--- src/rtl/pp_host_pkg.sv ---
package pp_host_pkg;
  typedef enum logic [1:0] {K_DWR, K_AWR, K_DRD, K_ARD} xfer_kind_e;
  typedef enum logic [2:0] {S_IDLE, S_ARM, S_SETUP, S_STROBE, S_RELEASE} seq_state_e;
  localparam int unsigned OFS_CTRL  = 0;
  localparam int unsigned OFS_LIMIT = 1;
  localparam int unsigned OFS_STAT  = 2;
  localparam int unsigned OFS_ADDR  = 3;
  localparam int unsigned OFS_DATA  = 4;
endpackage

--- src/rtl/pp_host_sync.sv ---
module pp_host_sync #(
  parameter int unsigned W      = 2,
  parameter int unsigned STAGES = 2,
  parameter logic [W-1:0] INIT  = '0
) (
  input  logic         clk,
  input  logic         rst,
  input  logic [W-1:0] d,
  output logic [W-1:0] q
);
  logic [STAGES-1:0][W-1:0] stg;

  always_ff @(posedge clk) begin
    if (rst) begin
      for (int i = 0; i < STAGES; i++) stg[i] <= INIT;
    end else begin
      stg[0] <= d;
      for (int i = 1; i < STAGES; i++) stg[i] <= stg[i-1];
    end
  end

  assign q = stg[STAGES-1];
endmodule

--- src/rtl/pp_host_regs.sv ---
module pp_host_regs
  import pp_host_pkg::*;
#(
  parameter int unsigned DW      = 8,
  parameter int unsigned AW      = 3,
  parameter int unsigned TO_INIT = 100
) (
  input  logic          clk,
  input  logic          rst,
  input  logic [AW-1:0] cpu_addr,
  input  logic          cpu_wr,
  input  logic [DW-1:0] cpu_wdata,
  output logic [DW-1:0] cpu_rdata,
  input  logic          seq_busy,
  input  logic          wait_s,
  input  logic          irq_n_s,
  input  logic          to_hit,
  input  logic [DW-1:0] rd_byte,
  output logic          req,
  output xfer_kind_e    req_kind,
  output logic [DW-1:0] req_data,
  output logic [DW-1:0] limit,
  output logic          prst_n
);
  localparam logic [AW-1:0] A_CTRL  = AW'(OFS_CTRL);
  localparam logic [AW-1:0] A_LIMIT = AW'(OFS_LIMIT);
  localparam logic [AW-1:0] A_STAT  = AW'(OFS_STAT);
  localparam logic [AW-1:0] A_ADDR  = AW'(OFS_ADDR);
  localparam logic [AW-1:0] A_DATA  = AW'(OFS_DATA);

  logic prst_bit, sticky, busy_any;
  assign busy_any = seq_busy | req;

  always_ff @(posedge clk) begin
    if (rst) begin
      limit    <= DW'(TO_INIT);
      prst_bit <= 1'b0;
      prst_n   <= 1'b1;
      sticky   <= 1'b0;
      req      <= 1'b0;
      req_kind <= K_DWR;
      req_data <= '0;
    end else begin
      req <= 1'b0;
      if (cpu_wr) begin
        unique case (cpu_addr)
          A_CTRL: begin
            prst_bit <= cpu_wdata[2];
            prst_n   <= ~cpu_wdata[2];
            if (cpu_wdata[3]) sticky <= 1'b0;
            if (!busy_any && (cpu_wdata[0] || cpu_wdata[1])) begin
              req      <= 1'b1;
              req_kind <= cpu_wdata[0] ? K_DRD : K_ARD;
            end
          end
          A_LIMIT: limit <= cpu_wdata;
          A_ADDR, A_DATA: begin
            if (!busy_any) begin
              req      <= 1'b1;
              req_kind <= (cpu_addr == A_ADDR) ? K_AWR : K_DWR;
              req_data <= cpu_wdata;
            end
          end
          default: ;
        endcase
      end
      if (to_hit) sticky <= 1'b1;
    end
  end

  always_ff @(posedge clk) begin
    if (rst) cpu_rdata <= '0;
    else begin
      unique case (cpu_addr)
        A_CTRL:  cpu_rdata <= {{(DW-3){1'b0}}, prst_bit, 2'b00};
        A_LIMIT: cpu_rdata <= limit;
        A_STAT:  cpu_rdata <= {{(DW-4){1'b0}}, wait_s, ~irq_n_s, sticky, busy_any};
        A_DATA:  cpu_rdata <= rd_byte;
        default: cpu_rdata <= '0;
      endcase
    end
  end

  // a timeout event always leaves the sticky bit set
  p_sticky_set_r9: assert property (@(posedge clk) disable iff (rst)
    to_hit |=> sticky);
  // reset output follows the control level
  p_prst_level_r10: assert property (@(posedge clk) disable iff (rst)
    prst_n == ~prst_bit);
endmodule

--- src/rtl/pp_host_seq.sv ---
module pp_host_seq
  import pp_host_pkg::*;
#(
  parameter int unsigned DW = 8
) (
  input  logic          clk,
  input  logic          rst,
  input  logic          req,
  input  xfer_kind_e    req_kind,
  input  logic [DW-1:0] req_data,
  input  logic [DW-1:0] limit,
  input  logic          wait_s,
  input  logic [DW-1:0] ad_in,
  output logic          busy,
  output logic          to_hit,
  output logic [DW-1:0] rd_byte,
  output logic          dir_q,
  output logic          dstb_q,
  output logic          astb_q,
  output logic [DW-1:0] ad_q,
  output logic          oe_q
);
  seq_state_e st, nx;
  xfer_kind_e kind_q;
  logic [DW-1:0] wbyte_q, cnt;
  logic is_rd, is_addr, drive;

  assign is_rd   = (kind_q == K_DRD) || (kind_q == K_ARD);
  assign is_addr = (kind_q == K_AWR) || (kind_q == K_ARD);
  assign to_hit  = (st == S_STROBE) && !wait_s && (cnt == limit);
  assign busy    = (st != S_IDLE);
  assign drive   = (nx == S_SETUP) || (nx == S_STROBE);

  always_comb begin
    nx = st;
    unique case (st)
      S_IDLE:    if (req) nx = S_ARM;
      S_ARM:     if (!wait_s) nx = S_SETUP;
      S_SETUP:   nx = S_STROBE;
      S_STROBE:  if (wait_s || to_hit) nx = S_RELEASE;
      S_RELEASE: if (!wait_s) nx = S_IDLE;
      default:   nx = S_IDLE;
    endcase
  end

  always_ff @(posedge clk) begin
    if (rst) begin
      st      <= S_IDLE;
      kind_q  <= K_DWR;
      wbyte_q <= '0;
      cnt     <= '0;
      rd_byte <= '0;
    end else begin
      st <= nx;
      if (st == S_IDLE && req) begin
        kind_q  <= req_kind;
        wbyte_q <= req_data;
      end
      if (st != S_STROBE) cnt <= '0;
      else if (cnt != limit) cnt <= cnt + 1'b1;
      if (st == S_STROBE && wait_s && is_rd) rd_byte <= ad_in;
    end
  end

  always_ff @(posedge clk) begin
    if (rst) begin
      dir_q  <= 1'b1;
      oe_q   <= 1'b0;
      ad_q   <= '0;
      dstb_q <= 1'b1;
      astb_q <= 1'b1;
    end else begin
      dir_q  <= !(drive && !is_rd);
      oe_q   <= drive && !is_rd;
      if (nx == S_SETUP) ad_q <= wbyte_q;
      dstb_q <= !(nx == S_STROBE && !is_addr);
      astb_q <= !(nx == S_STROBE && is_addr);
    end
  end

  // never both strobes low
  p_one_strobe_r2: assert property (@(posedge clk) disable iff (rst)
    !(!dstb_q && !astb_q));
  // direction and enable are settled before a strobe falls
  p_dir_setup_r2: assert property (@(posedge clk) disable iff (rst)
    ($fell(dstb_q) || $fell(astb_q)) |-> ($stable(dir_q) && $stable(oe_q)));
  // the bus is only driven in the write direction
  p_drive_write_r4: assert property (@(posedge clk) disable iff (rst)
    oe_q |-> !dir_q);
  // wait seen high ends the strobe in the next cycle
  p_release_r5: assert property (@(posedge clk) disable iff (rst)
    (st == S_STROBE && wait_s) |=> (dstb_q && astb_q && dir_q && !oe_q));
  // no start while wait is high
  p_start_gate_r6: assert property (@(posedge clk) disable iff (rst)
    (st == S_ARM && wait_s) |=> (st == S_ARM && dstb_q && astb_q));
  // hold-off until wait returns low
  p_holdoff_r7: assert property (@(posedge clk) disable iff (rst)
    (st == S_RELEASE && wait_s) |=> (st == S_RELEASE));
  // requests during a transfer do not alter it
  p_ignore_busy_r8: assert property (@(posedge clk) disable iff (rst)
    (st != S_IDLE) |=> ($stable(wbyte_q) && $stable(kind_q)));
endmodule

--- src/rtl/pp_host.sv ---
module pp_host
  import pp_host_pkg::*;
#(
  parameter int unsigned DW          = 8,
  parameter int unsigned AW          = 3,
  parameter int unsigned TO_INIT     = 100,
  parameter int unsigned SYNC_STAGES = 2
) (
  input  logic          clk,
  input  logic          rst,
  input  logic [AW-1:0] cpu_addr,
  input  logic          cpu_wr,
  input  logic [DW-1:0] cpu_wdata,
  output logic [DW-1:0] cpu_rdata,
  output logic          pp_dir,
  output logic          pp_dstb_n,
  output logic          pp_astb_n,
  output logic [DW-1:0] pp_ad_o,
  output logic          pp_ad_oe,
  input  logic [DW-1:0] pp_ad_i,
  input  logic          pp_wait,
  input  logic          pp_irq_n,
  output logic          pp_rst_n
);
  logic [1:0] sync_q;
  logic wait_s, irq_n_s, seq_busy, to_hit, req;
  xfer_kind_e req_kind;
  logic [DW-1:0] req_data, limit, rd_byte;

  pp_host_sync #(.W(2), .STAGES(SYNC_STAGES), .INIT(2'b10)) u_sync (
    .clk(clk), .rst(rst), .d({pp_irq_n, pp_wait}), .q(sync_q));
  assign wait_s  = sync_q[0];
  assign irq_n_s = sync_q[1];

  pp_host_regs #(.DW(DW), .AW(AW), .TO_INIT(TO_INIT)) u_regs (
    .clk(clk), .rst(rst), .cpu_addr(cpu_addr), .cpu_wr(cpu_wr),
    .cpu_wdata(cpu_wdata), .cpu_rdata(cpu_rdata), .seq_busy(seq_busy),
    .wait_s(wait_s), .irq_n_s(irq_n_s), .to_hit(to_hit), .rd_byte(rd_byte),
    .req(req), .req_kind(req_kind), .req_data(req_data), .limit(limit),
    .prst_n(pp_rst_n));

  pp_host_seq #(.DW(DW)) u_seq (
    .clk(clk), .rst(rst), .req(req), .req_kind(req_kind), .req_data(req_data),
    .limit(limit), .wait_s(wait_s), .ad_in(pp_ad_i), .busy(seq_busy),
    .to_hit(to_hit), .rd_byte(rd_byte), .dir_q(pp_dir), .dstb_q(pp_dstb_n),
    .astb_q(pp_astb_n), .ad_q(pp_ad_o), .oe_q(pp_ad_oe));
endmodule

--- config.mk ---
export PLATFORM = sky130hd
export DESIGN_NAME = pp_host
export DESIGN_NICKNAME = d
export VERILOG_FILES = /design/src/rtl/pp_host_pkg.sv /design/src/rtl/pp_host_sync.sv /design/src/rtl/pp_host_regs.sv /design/src/rtl/pp_host_seq.sv /design/src/rtl/pp_host.sv
export SDC_FILE = /design/constraint.sdc
export NUM_CORES = 1
export LEC_CHECK = 0
export ABC_AREA = 1
export BUFFER_PORTS_ARGS = -buffer_cell sky130_fd_sc_hd__buf_2
export CAP_MARGIN = 20
export CORE_UTILIZATION = 51
export CTS_CLUSTER_SIZE = 30
export DETAILED_ROUTE_END_ITERATION = 6
export HOLD_SLACK_MARGIN = 0.06
export PLACE_DENSITY = 0.76
export SETUP_SLACK_MARGIN = 0.2
export SYNTH_ARGS = -nofsm -noshare
export SYNTH_HDL_FRONTEND = slang
export SYNTH_SLANG_ARGS = --single-unit
export TNS_END_PERCENT = 1
--- constraint.sdc ---
create_clock -name clk -period 3.4 [get_ports clk]
set_input_delay 0.68 -clock clk [delete_from_list [all_inputs] [get_ports clk]]
set_output_delay 0.68 -clock clk [all_outputs]
set_load 0.005 [all_outputs]
# After elaboration in Yosys (flattened, before gate mapping)
# Index checks and enable logic that the tools add are counted.
[totals] mem_bits_ro=0 reg_bits=75 latchBits=0 mem_bits_rw=0 out_inout_bits=21 mem_count=0 input_bits=24 word_cells=98
[classes] shift=0 n_mul=0 order_cmp=0 eq_ne=18 add_sub_neg=1 n_bitwise=5 div=0 n_mux=18 reduce_logical=36
[op_table] operator="$pmux 8 s4" n=1
[op_table] operator="$eq 3x2->1 const B" n=6
[op_table] operator="$pmux 3 s5" n=1
[op_table] operator="$mux 3" n=4
[op_table] operator="$logic_and 1x1->1" n=9
[op_table] operator="$add 8x1->8 const B" n=1
[op_table] operator="$eq 8x8->1" n=1
[op_table] operator="$mux 1" n=8
[op_table] operator="$ne 8x8->1" n=1
[op_table] operator="$reduce_bool 2->1" n=4
[op_table] operator="$logic_not 1->1" n=7
[op_table] operator="$eq 3x1->1 const B" n=2
[op_table] operator="$eq 3x3->1 const B" n=2
[op_table] operator="$logic_not 3->1" n=2
[op_table] operator="$reduce_and 3->1" n=2
[op_table] operator="$reduce_or 2->1" n=3
[op_table] operator="$logic_or 1x1->1" n=5
[op_table] operator="$eq 2x2->1 const B" n=2
[op_table] operator="$mux 2" n=2
[op_table] operator="$not 1->1" n=4
[op_table] operator="$pmux 2 s2" n=1
[op_table] operator="$reduce_and 2->1" n=2
[op_table] operator="$reduce_and 4->1" n=1
[op_table] operator="$ne 3x2->1 const B" n=1
[op_table] operator="other kinds (6)" n=6

# Longest topological paths before layout
# Gate-level depths: netlist of run 1.
[depth] ltp_word=10 ltp_mapped=10 depth_no_buf=10

# Cells and area by module
# Synthesis of run 1 repeated with hierarchy kept, for this count alone.
[unflattened] hier_cells=417 area_unflattened_um2=3094.2
[modules_own_cells] mod="pp_host_seq" instances=1 seq_area_each_um2=820.8 cells_each=236 area_per_inst_um2=1734.2
[modules_own_cells] mod="pp_host_regs" instances=1 seq_area_each_um2=600.6 cells_each=166 area_per_inst_um2=1231.2
[modules_own_cells] mod="pp_host_sync" instances=1 seq_area_each_um2=80.1 cells_each=15 area_per_inst_um2=128.9

# Least setup slack after synthesis of run 1
# OpenSTA, ideal clock, no wires.
[synth_path] path_type="input to register" from="input port cpu_addr[0]" to="register u_regs.req_data[1]" setup_ns=0.070 n_path_buf=1 path_slack_ns=1.932 arrival_time_ns=1.398 t_required_ns=3.330 stages=8 cell_sequence="nor2_2 > nand2_2 > nand2_1 > nand2_2 > nor2_2 > buf_6 > o21ai_1 > a21oi_1"
[synth_between] elab_chain_len=3 elab_cells_between_ends=4 classes_between="eq/ne: 2; reduce/logical: 2"
[synth_lines] item="start: declaration" line="pp_host.sv:11" text="input logic [AW-1:0] cpu_addr,"
[synth_lines] item="$eq 3x3->1 / $eq 3x2->1 (equally long branches)" line="pp_host_regs.sv:46" text="unique case (cpu_addr)"
[synth_lines] item="$reduce_or 2->1 (*)" line="pp_host_regs.sv:46"
[synth_lines] item="$reduce_and 3->1 (no source line) (*)"
[synth_lines] item="end signal: assignment" line="pp_host_regs.sv:61" text="req_data <= cpu_wdata;"
[synth_lines] item="end: declaration" line="pp_host_regs.sv:21" text="output logic [DW-1:0] req_data,"
# Mark *: on every way between the ends. The rest lies on a longest branch, timed or not.
# A chain may end at the register's enable or synchronous reset.

# Worst setup path after layout of run 1
[layout_path] from="input port cpu_addr[2]" to="register u_regs.limit[4]"
[layout_between] elab_chain_len=2
[layout_lines] item="$eq 3x1->1" line="pp_host_regs.sv:46"
[layout_lines] item="$reduce_and 2->1 (no source line)"
[layout_lines] item="end signal: assignment" line="pp_host_regs.sv:36" text="limit <= DW'(TO_INIT);"
[layout_lines] item="end signal: assignment" line="pp_host_regs.sv:56" text="A_LIMIT: limit <= cpu_wdata;"
[layout_lines] item="end: declaration" line="pp_host_regs.sv:22" text="output logic [DW-1:0] limit,"
# No other way between the ends.

==> impl_metrics.csv, run 1 <==
group,metric,value,unit
clock_network,numCtsBuffers,9,
sta,grt_setup_unrepaired,"no",
worst_setup_path,r2r_end,"u_seq.astb_q",
route,wl_per_cell,12.2,µm
clock_network,cts.sinks,75,
sta,fin_crit_sh,0.530,
route,post_drt_via_cell_ratio,5.11,
sta,finalClockSkew,0.00836,ns
floorplan,initial_core_util,0.539,
finish,seqCellArea,1500,µm²
route,drt_first_pass_iters,4,
yosys,syn_area,3020,µm²
yosys,synth_commonest_cells,"75 x dfxtp_1, 63 x nor2_1, 60 x nand2_1",
sta,worst_slack,1.60,ns
worst_setup_path,endpoint_kind,"flip-flop",
clock_network,cts_tree,"done",
yosys,synth_nets,427,
clock_network,cts-resized-gates,0,
sta,slew_viol_final,0,
power_and_ir_drop,p_leak,1.55,nW
power_and_ir_drop,peakVddDrop,0.224,mV
power_and_ir_drop,powerDensity,480,nW/µm²
route,ant_nets,0,
place,place_hpwl,4710,µm
yosys,synth_ff_type,"dfxtp_1",
sta,hold_viol,0,
global_route,grt.total_usage,0.219,
route,met2WireLength,3040,µm
outcome,outcome,"complete, no violations",
route,route.detailed.drc,0,
worst_setup_path,ff2ff_path_depth,6,
yosys,syn_area_per_cell,7.52,µm²
min_path,hp-start,"u_sync.stg[1]",
yosys,synth_top_cells_by_area,"dfxtp_1 50%, nor2_1 7.8%, nand2_1 7.5%",
min_path,hold_class,"flip-flop to flip-flop",
min_path,min_to,"u_sync.q[1]",
worst_setup_path,cp_top_family,"simple AND/OR/NAND/NOR gates",
min_path,hold_depth,1,
place,place_ws,1.32,ns
global_route,grt_first_pass_wirelength,10600,µm
yosys,synth_edf_count,0,
floorplan,die_h,79.0,µm
global_route,grt.overflow.total,0,
global_route,grt_max_degree,24,
clock_network,cts_setup_buffers,0,
yosys,postSynth.asyncResetShare,0,
floorplan,core.rowCount,27,
route,routed-via-count,2672,
worst_setup_path,critical_path_class,"primary input to flip-flop",
sta,max_freq,555,MHz
global_route,grt_pass1_vias,2438,
floorplan,dieArea,6240,µm²
finish,nets,471,
clock_network,cts.clk_slew.worst_paths,0.08,ns
sta,worst_pin_slew,0.629,ns
finish,fillers,533,
sta,setup_tns,0,ns
finish,multiInputGateArea,1230,µm²
floorplan,io_pins,45,
worst_setup_path,path_cells,"buf_2, inv_1, nand3_1, nor2_1, inv_1, o21ai_0, a21oi_1",
route,drtIter0Drc,124,
worst_setup_path,reg2reg_from,"u_sync.q[0]",
clock_network,cts_root_buffer,"clkbuf_8",
sta,finalSetupViolations,0,
yosys,ys_warn_count,0,
worst_setup_path,crit_top_cell,"inv_1",
worst_setup_path,crit_arrival,2.03,ns
route,wl,6370,µm
floorplan,fp.dieW,79.0,µm
worst_setup_path,r2r_setup_slack,1.83,ns
place,port_buffers,44,
clock_network,h-tree-depth,3,
route,wl_met1,2920,µm
yosys,synth_top_area_cell,"dfxtp_1",
clock_network,clockBufferDepth,2,
worst_setup_path,cp_slowest_cell,"nor2_1",
yosys,yosysTopAreaCellShare,0.497,
sta,min_period,1.80,ns
place,gp_congestion,0.847,
yosys,netlist_instances,402,
sta,slew_headroom,0.579,
clock_network,postCtsHoldBufs,0,
yosys,netlist-cell-type-count,30,
yosys,yosysMostFrequentCell,"dfxtp_1",
clock_network,clock_latency,0.34,ns
route,top_layer_used,"met4",
route,wl_met3,330,µm
flow_run,max_cap_violations,0,
finish,drive_gt1_frac,0.164,
floorplan,core,5610,µm²
worst_setup_path,crit_path_max_fanout,12,
worst_setup_path,cp_num_buf_inv,3,
finish,n_antenna_cell,0,
worst_setup_path,startpoint_type,"primary input",
finish,area_growth_syn_to_layout,13.8,%
global_route,antenna_found_initial,0,
yosys,ys_seq_area_frac,0.497,
yosys,ys_ff_latch,75,
worst_setup_path,required,3.63,ns
worst_setup_path,critPathMaxStageDelay,0.52,ns
-- power breakdown --
group / internal, W / leakage (nW) / switching [W] / total [W]
Clock: 0.000269 / 0.0839 / 0.000327 / 0.000596
Combinational: 0.0000479 / 0.862 / 0.0000797 / 0.000128
Sequential: 0.000910 / 0.609 / 0.0000171 / 0.000927
Total: 0.00123 / 1.55 / 0.000423 / 0.00165
-- stage by stage --
| stage | hold slack [ns] | total power [W] | std cells | area [µm²] | utilization |
|---|---|---|---|---|---|
| after floorplan | 0.388 | 0.00103 | 402 | 3020 | - |
| after global placement | 0.398 | 0.00107 | 507 | 3270 | 0.583 |
| after global routing | 0.443 | 0.00172 | 523 | 3440 | 0.613 |
| after CTS | 0.424 | 0.00166 | 523 | 3440 | 0.613 |
| final | 0.422 | 0.00165 | 523 | 3440 | 0.613 |
| after detailed placement | 0.395 | 0.00107 | 507 | 3270 | 0.583 |
-- kinds of logic after synthesis --
| group | count (synthesis) | share of synthesized area |
|---|---|---|
| AOI/OAI and AO/OA | 90 | 0.155 |
| adders and majority gates | 1 | 0.00414 |
| buffers and inverters | 69 | 0.0969 |
| xor gates and xnor gates | 8 | 0.0232 |
| DFF | 75 | 0.497 |
| and+or+nand+nor | 159 | 0.224 |
-- area by class of cell --
type / instances / share of cell area
clock buffer: 11 / 0.0382
clock inverter: 5 / 0.0113
tap: 72 / 0.0262
timing repair buffer: 47 / 0.0706
sequential: 75 / 0.437
multi-input combinational: 258 / 0.357
inverter: 55 / 0.0600
-- how the worst max path moves through the flow --
stage | start | end | slack (ns) | cells past startpoint
5_1_grt | cpu_addr[2] | u_regs.limit[4] | 1.40 | 7
2_1_floorplan | cpu_addr[0] | u_regs.req_data[1] | 1.93 | 8
3_3_place_gp | cpu_addr[2] | u_regs.limit[4] | 1.38 | 7
6_report | cpu_addr[2] | u_regs.limit[4] | 1.60 | 7
3_5_place_dp | cpu_addr[2] | u_regs.limit[4] | 1.32 | 7
4_1_cts | cpu_addr[2] | u_regs.limit[4] | 1.65 | 7
-- layout by cell type (no fill, tap or decap), types with 2 or more instances in the layout --
master,count
or2_2,2
nor2_1,63
clkbuf_8,9
inv_1,53
o21ai_1,4
o22ai_1,2
nand2_1,60
buf_4,3
nand2_2,3
dfxtp_1,75
xor2_1,2
clkinv_4,2
clkbuf_1,2
o221ai_1,2
o21ai_0,43
inv_2,2
xnor2_1,6
nor2_2,2
buf_2,44
nand4_1,2
nand3_1,23
a21oi_1,36
-- metal layers --
metal  vias up  global-route usage
met1      1221               0.280
met2        76               0.353
met3         8              0.0552
li1       1367                   -
met5         -                   0
met4         0              0.0855
-- flip-flops by register name, summed over array words and instances, names as in the netlist, 2 cells and up --
signal / count
u_regs.cpu_rdata: 8
u_sync.stg: 2
u_seq.rd_byte: 8
u_seq.wbyte_q: 8
u_regs.req_kind: 2
u_seq.kind_q: 2
u_regs.req_data: 8
u_seq.cnt: 8
u_seq.st: 3
u_sync.q: 2
u_regs.limit: 8
u_seq.ad_q: 8
No activity file was read; power rests on OpenSTA's default activity.
==> run 2, diff against run 1 <==
Clock period 3.4 ns to 1.9 ns, I/O delays scaled along.
==> run 2 against run 1 <==
Against the previous run:
- register-to-register slack lost 1.4 ns
- first-iteration DRC count grew 8.1%
- count of clock-buffer cells in the layout shrank 1
- final area grew 1.6%
- non-clock buffer count grew 3
- clock power grew 110%
- highest routed layer unchanged
- combinational power grew 82%
- critical path depth grew 1
- sequential cell count is the same
- utilization grew 0.96 points
- routed wire length shrank 0.55%
- via count shrank 0.37%
==> impl_metrics.csv, run 2 (synthesis results as in run 1) <==
group,metric,value,unit
route,drtIter0Drc,134,
route,drt_first_pass_iters,4,
power_and_ir_drop,p_leak,1.58,nW
global_route,grt.overflow.total,0,
worst_setup_path,critical_path_class,"flip-flop to flip-flop",
sta,min_period,1.48,ns
sta,worst_slack,0.424,ns
worst_setup_path,cp_slowest_cell,"dfxtp_1",
floorplan,fp.dieW,79.0,µm
worst_setup_path,crit_path_max_fanout,13,
worst_setup_path,ff2ff_path_depth,8,
floorplan,initial_core_util,0.539,
global_route,antenna_found_initial,0,
global_route,grt.total_usage,0.220,
clock_network,cts-resized-gates,0,
finish,drive_gt1_frac,0.174,
route,wl,6330,µm
global_route,grt_max_degree,41,
worst_setup_path,path_cells,"xnor2_1, nand2_1, nor2_1, nand2_2, nand2_1, nand2_1, nand2_1, inv_1",
finish,n_antenna_cell,0,
place,gp_congestion,0.881,
worst_setup_path,startpoint_type,"flip-flop",
sta,grt_setup_unrepaired,"no",
clock_network,h-tree-depth,3,
min_path,hold_depth,2,
power_and_ir_drop,powerDensity,894,nW/µm²
sta,finalClockSkew,0.00890,ns
floorplan,core,5610,µm²
place,place_hpwl,4610,µm
route,post_drt_via_cell_ratio,5.06,
finish,area_growth_syn_to_layout,15.6,%
clock_network,clock_latency,0.34,ns
floorplan,dieArea,6240,µm²
finish,nets,474,
route,routed-via-count,2662,
clock_network,postCtsHoldBufs,0,
min_path,hold_class,"primary input to flip-flop",
worst_setup_path,crit_top_cell,"nand2_1",
sta,fin_crit_sh,0.777,
clock_network,cts_setup_buffers,0,
finish,stdcell_count,526,
worst_setup_path,r2r_end,"u_seq.oe_q",
worst_setup_path,endpoint_kind,"flip-flop",
power_and_ir_drop,p_total,0.00312,W
finish,final_common_cell,"dfxtp_1",
min_path,min_to,"u_sync.stg[1]",
sta,max_freq,678,MHz
place,place_ws,0.366,ns
sta,worst_pin_slew,0.340,ns
clock_network,cts_root_buffer,"clkbuf_8",
finish,fillers,531,
worst_setup_path,reg2reg_from,"u_seq.cnt[0]",
finish,final_cell_mix,"75 x dfxtp_1, 63 x nor2_1, 60 x nand2_1, 53 x inv_1, 44 x buf_2",
worst_setup_path,r2r_setup_slack,0.42,ns
clock_network,numCtsBuffers,9,
power_and_ir_drop,peakVddDrop,0.468,mV
floorplan,core.rowCount,27,
clock_network,cts.sinks,75,
route,wl_per_cell,12.0,µm
worst_setup_path,required,2.14,ns
global_route,grt_pass1_vias,2361,
sta,slew_headroom,0.773,
place,placedCellCount,510,
sta,finalSetupViolations,0,
route,ant_nets,0,
worst_setup_path,critPathMaxStageDelay,0.44,ns
outcome,outcome,"complete, no violations",
place,port_buffers,44,
floorplan,die_h,79.0,µm
clock_network,clockBufferDepth,2,
finish,utilization,0.623,
worst_setup_path,crit_arrival,1.72,ns
clock_network,cts.clk_slew.worst_paths,0.08,ns
sta,hold_viol,0,
sta,slew_viol_final,0,
sta,setup_tns,0,ns
flow_run,max_cap_violations,0,
clock_network,cts_tree,"done",
route,route.detailed.drc,0,
min_path,hp-start,"pp_irq_n",
global_route,grt_first_pass_wirelength,10600,µm
floorplan,io_pins,45,
-- run 2: changes by cell type in the layout (fill, tap and decap cells not counted), sizes merged --
cell and delta:
buf +3, bufinv +1, clkbuf -1, clkinv -1, clkinvlp +1
-- run 2: area by class of cell --
type	count	area (µm²)	area share
Inverter	55	206	0.0591
Sequential cell	75	1500	0.430
Tap cell	72	90.1	0.0258
Timing Repair Buffer	50	265	0.0760
Clock buffer	10	138	0.0394
Clock inverter	6	63.8	0.0183
Multi-Input combinational cell	258	1230	0.351
-- run 2: report_power, final --
| part | switching, W | internal (W) | leakage, nW |
|---|---|---|---|
| Combinational | 0.000143 | 0.0000895 | 0.877 |
| Sequential | 0.0000310 | 0.00163 | 0.609 |
| Clock | 0.000590 | 0.000642 | 0.0987 |
-- run 2: worst max-delay path by stage --
| stage | start | to | slack, ns | cells past startpoint |
|---|---|---|---|---|
| 2_1_floorplan | u_seq.cnt[6] | u_seq.cnt[1] | 0.70 | 7 |
| 3_3_place_gp | cpu_addr[0] | u_regs.req_data[3] | 0.40 | 9 |
| 6_report | u_seq.cnt[0] | u_seq.oe_q | 0.42 | 8 |
| 5_1_grt | u_seq.cnt[6] | u_seq.oe_q | 0.27 | 8 |
| 3_5_place_dp | cpu_addr[0] | u_regs.req_data[6] | 0.37 | 9 |
| 4_1_cts | u_seq.cnt[0] | u_seq.oe_q | 0.43 | 8 |
-- run 2: metal layers --
layer / vias to the layer above / global-route usage / wire (µm)
li1: 1376 / - / -
met1: 1196 / 0.287 / 2980
met2: 79 / 0.353 / 2910
met3: 11 / 0.0345 / 350
met4: 0 / 0.111 / 96
met5: - / 0 / 0
-- run 2: stage by stage --
| step | hold slack, ns | cell area (µm²) |
|---|---|---|
| 2_1_floorplan | 0.388 | 3020 |
| 3_3_place_gp | 0.399 | 3290 |
| 3_5_place_dp | 0.397 | 3290 |
| 4_1_cts | 0.214 | 3490 |
| 5_1_grt | 0.216 | 3490 |
| 6_report | 0.218 | 3490 |
-- run 2: worst max-delay path, delay by kind of cell, from the launching register on --
kind | cells | cell delay, ns
xor gates and xnor gates | 1 | 0.16
buffers and inverters | 1 | 0.04
DFF | 1 | 0.44
and+or+nand+nor | 6 | 0.75
==> run 3, diff against run 2 <==
Clock period 1.9 ns to 1.5 ns, I/O delays scaled along.
==> run 3 against run 2 <==
Against the previous run:
- die area unchanged
- combinational power increased by 46%
- via count increased by 4.8%
- critical path depth unchanged
- largest cell class unchanged
- count of clock-buffer cells in the layout increased by 2
- hold slack got worse by 0.086 ns
- clock skew about the same
- total power increased by 33%
- routed wire length increased by 11%
- first-iteration DRC count increased by 2.2%
- critical endpoint is now u_seq.cnt[1]
==> impl_metrics.csv, run 3 (synthesis results as in run 1) <==
group,metric,value,unit
clock_network,cts.clk_slew.worst_paths,0.08,ns
worst_setup_path,crit_path_max_fanout,8,
clock_network,h-tree-depth,3,
global_route,grt_pass1_vias,2480,
finish,seqCellArea,1530,µm²
floorplan,dieArea,6240,µm²
route,post_drt_via_cell_ratio,5.13,
clock_network,cts_tree,"done",
worst_setup_path,crit_arrival,1.63,ns
route,routed-via-count,2791,
sta,setup_tns,0,ns
global_route,antenna_found_initial,0,
finish,utilization,0.673,
sta,worst_pin_slew,0.407,ns
route,drt_first_pass_iters,5,
finish,fillers,469,
clock_network,clockBufferDepth,2,
sta,slew_viol_final,0,
global_route,grt.total_usage,0.229,
place,place_hpwl,4830,µm
power_and_ir_drop,peakVddDrop,0.649,mV
min_path,hold_class,"primary input to flip-flop",
place,port_buffers,44,
route,route.detailed.drc,0,
global_route,grt_max_degree,26,
finish,multiInputGateArea,1310,µm²
sta,max_freq,717,MHz
clock_network,postCtsHoldBufs,0,
worst_setup_path,critical_path_class,"flip-flop to flip-flop",
clock_network,cts.sinks,75,
clock_network,numCtsBuffers,9,
floorplan,core,5610,µm²
route,drtIter0Drc,137,
sta,min_period,1.40,ns
sta,fin_crit_sh,0.930,
floorplan,fp.dieW,79.0,µm
floorplan,die_h,79.0,µm
global_route,grt_first_pass_wirelength,11000,µm
route,ant_nets,0,
power_and_ir_drop,p_leak,1.73,nW
worst_setup_path,endpoint_kind,"flip-flop",
floorplan,io_pins,45,
power_and_ir_drop,powerDensity,1100,nW/µm²
sta,finalSetupViolations,0,
route,wl_per_cell,12.9,µm
sta,slew_headroom,0.729,
finish,area_growth_syn_to_layout,24.9,%
clock_network,cts_root_buffer,"clkbuf_8",
worst_setup_path,startpoint_type,"flip-flop",
finish,drive_gt1_frac,0.271,
clock_network,clock_latency,0.35,ns
finish,final_cell_mix,"59 x nand2_1, 59 x nor2_1, 59 x dfxtp_1, 50 x inv_1, 44 x buf_2",
flow_run,max_cap_violations,0,
global_route,grt.overflow.total,0,
sta,finalClockSkew,0.00859,ns
sta,grt_setup_unrepaired,"yes",
place,gp_congestion,0.832,
outcome,outcome,"complete, no violations",
worst_setup_path,required,1.74,ns
route,wl,7000,µm
sta,hold_viol,0,
floorplan,initial_core_util,0.539,
finish,n_antenna_cell,0,
finish,nets,492,
floorplan,core.rowCount,27,
==> run 3: changes by cell type in the layout (fill, tap and decap cells not counted), sizes merged <==
cell      previous run  this run
buf                 50        68
clkbuf              10        12
clkinvlp             2         0
bufinv               1         2
inv                 56        55
==> run 3: worst paths after layout <==
| path | startpoint | end | slack, ns | cells after the start |
|---|---|---|---|---|
| max | u_seq.cnt[1] | u_seq.cnt[1] | 0.10 | 8 |
| min | pp_irq_n | u_sync.stg[1] | 0.13 | 2 |
| max reg2reg | u_seq.cnt[1] | u_seq.cnt[1] | 0.10 | 8 |
| min reg2reg | u_sync.stg[0] | u_sync.q[0] | 0.41 | 2 |
==> run 3: what timing repair did <==
| action | in CTS | in global routing |
|---|---|---|
| pin swaps | 0 | 13 |
| setup buffers | 0 | 8 |
| resized for setup | 1 | 43 |
| setup endpoints to repair | 15 | 43 |
==> run 3: area by class of cell <==
type | count | area share
clock buffers | 12 | 0.0385
flip-flops and latches | 75 | 0.405
well taps | 72 | 0.0239
clock inverters | 4 | 0.0196
inverters | 55 | 0.0554
repair buffers | 68 | 0.111
multi-input cells | 258 | 0.346
==> run 3: power breakdown <==
part	total [W]	internal, W	switching [W]	leakage, nW
sequential	0.00210	0.00206	0.0000405	0.615
clock	0.00171	0.000984	0.000723	0.111
combinational	0.000340	0.000138	0.000201	1.01
==> run 3: worst max-delay path, stage by stage, from the launching register on <==
cell and delay (ns):
dfxtp_1 0.42, nand2_1 0.08, nand2_1 0.08, nand2_1 0.10
nor2_2 0.16, nand2_4 0.11, buf_4 0.15, o21ai_0 0.13
nor2_1 0.05
==> run 3: stage by stage <==
| stage | setup WS [ns] | hold WS (ns) | power, W | std cells | cell area, µm² |
|---|---|---|---|---|---|
| 2_1_floorplan | 0.302 | 0.388 | 0.00233 | 402 | 3020 |
| 3_3_place_gp | 0.0938 | 0.398 | 0.00244 | 520 | 3380 |
| 3_5_place_dp | 0.0370 | 0.399 | 0.00245 | 520 | 3380 |
| 4_1_cts | 0.116 | 0.123 | 0.00414 | 536 | 3600 |
| 5_1_grt | 0.0332 | 0.134 | 0.00431 | 544 | 3770 |
| 6_report | 0.105 | 0.131 | 0.00415 | 544 | 3770 |
==> run 3: metal layers <==
layer  part of all wire  global-route usage  vias up
met2               0.48               0.371       94
met1               0.45               0.286     1275
met5                  0                   0        -
met3              0.057              0.0621       11
li1                   -                   -     1411
met4              0.016              0.0982        0
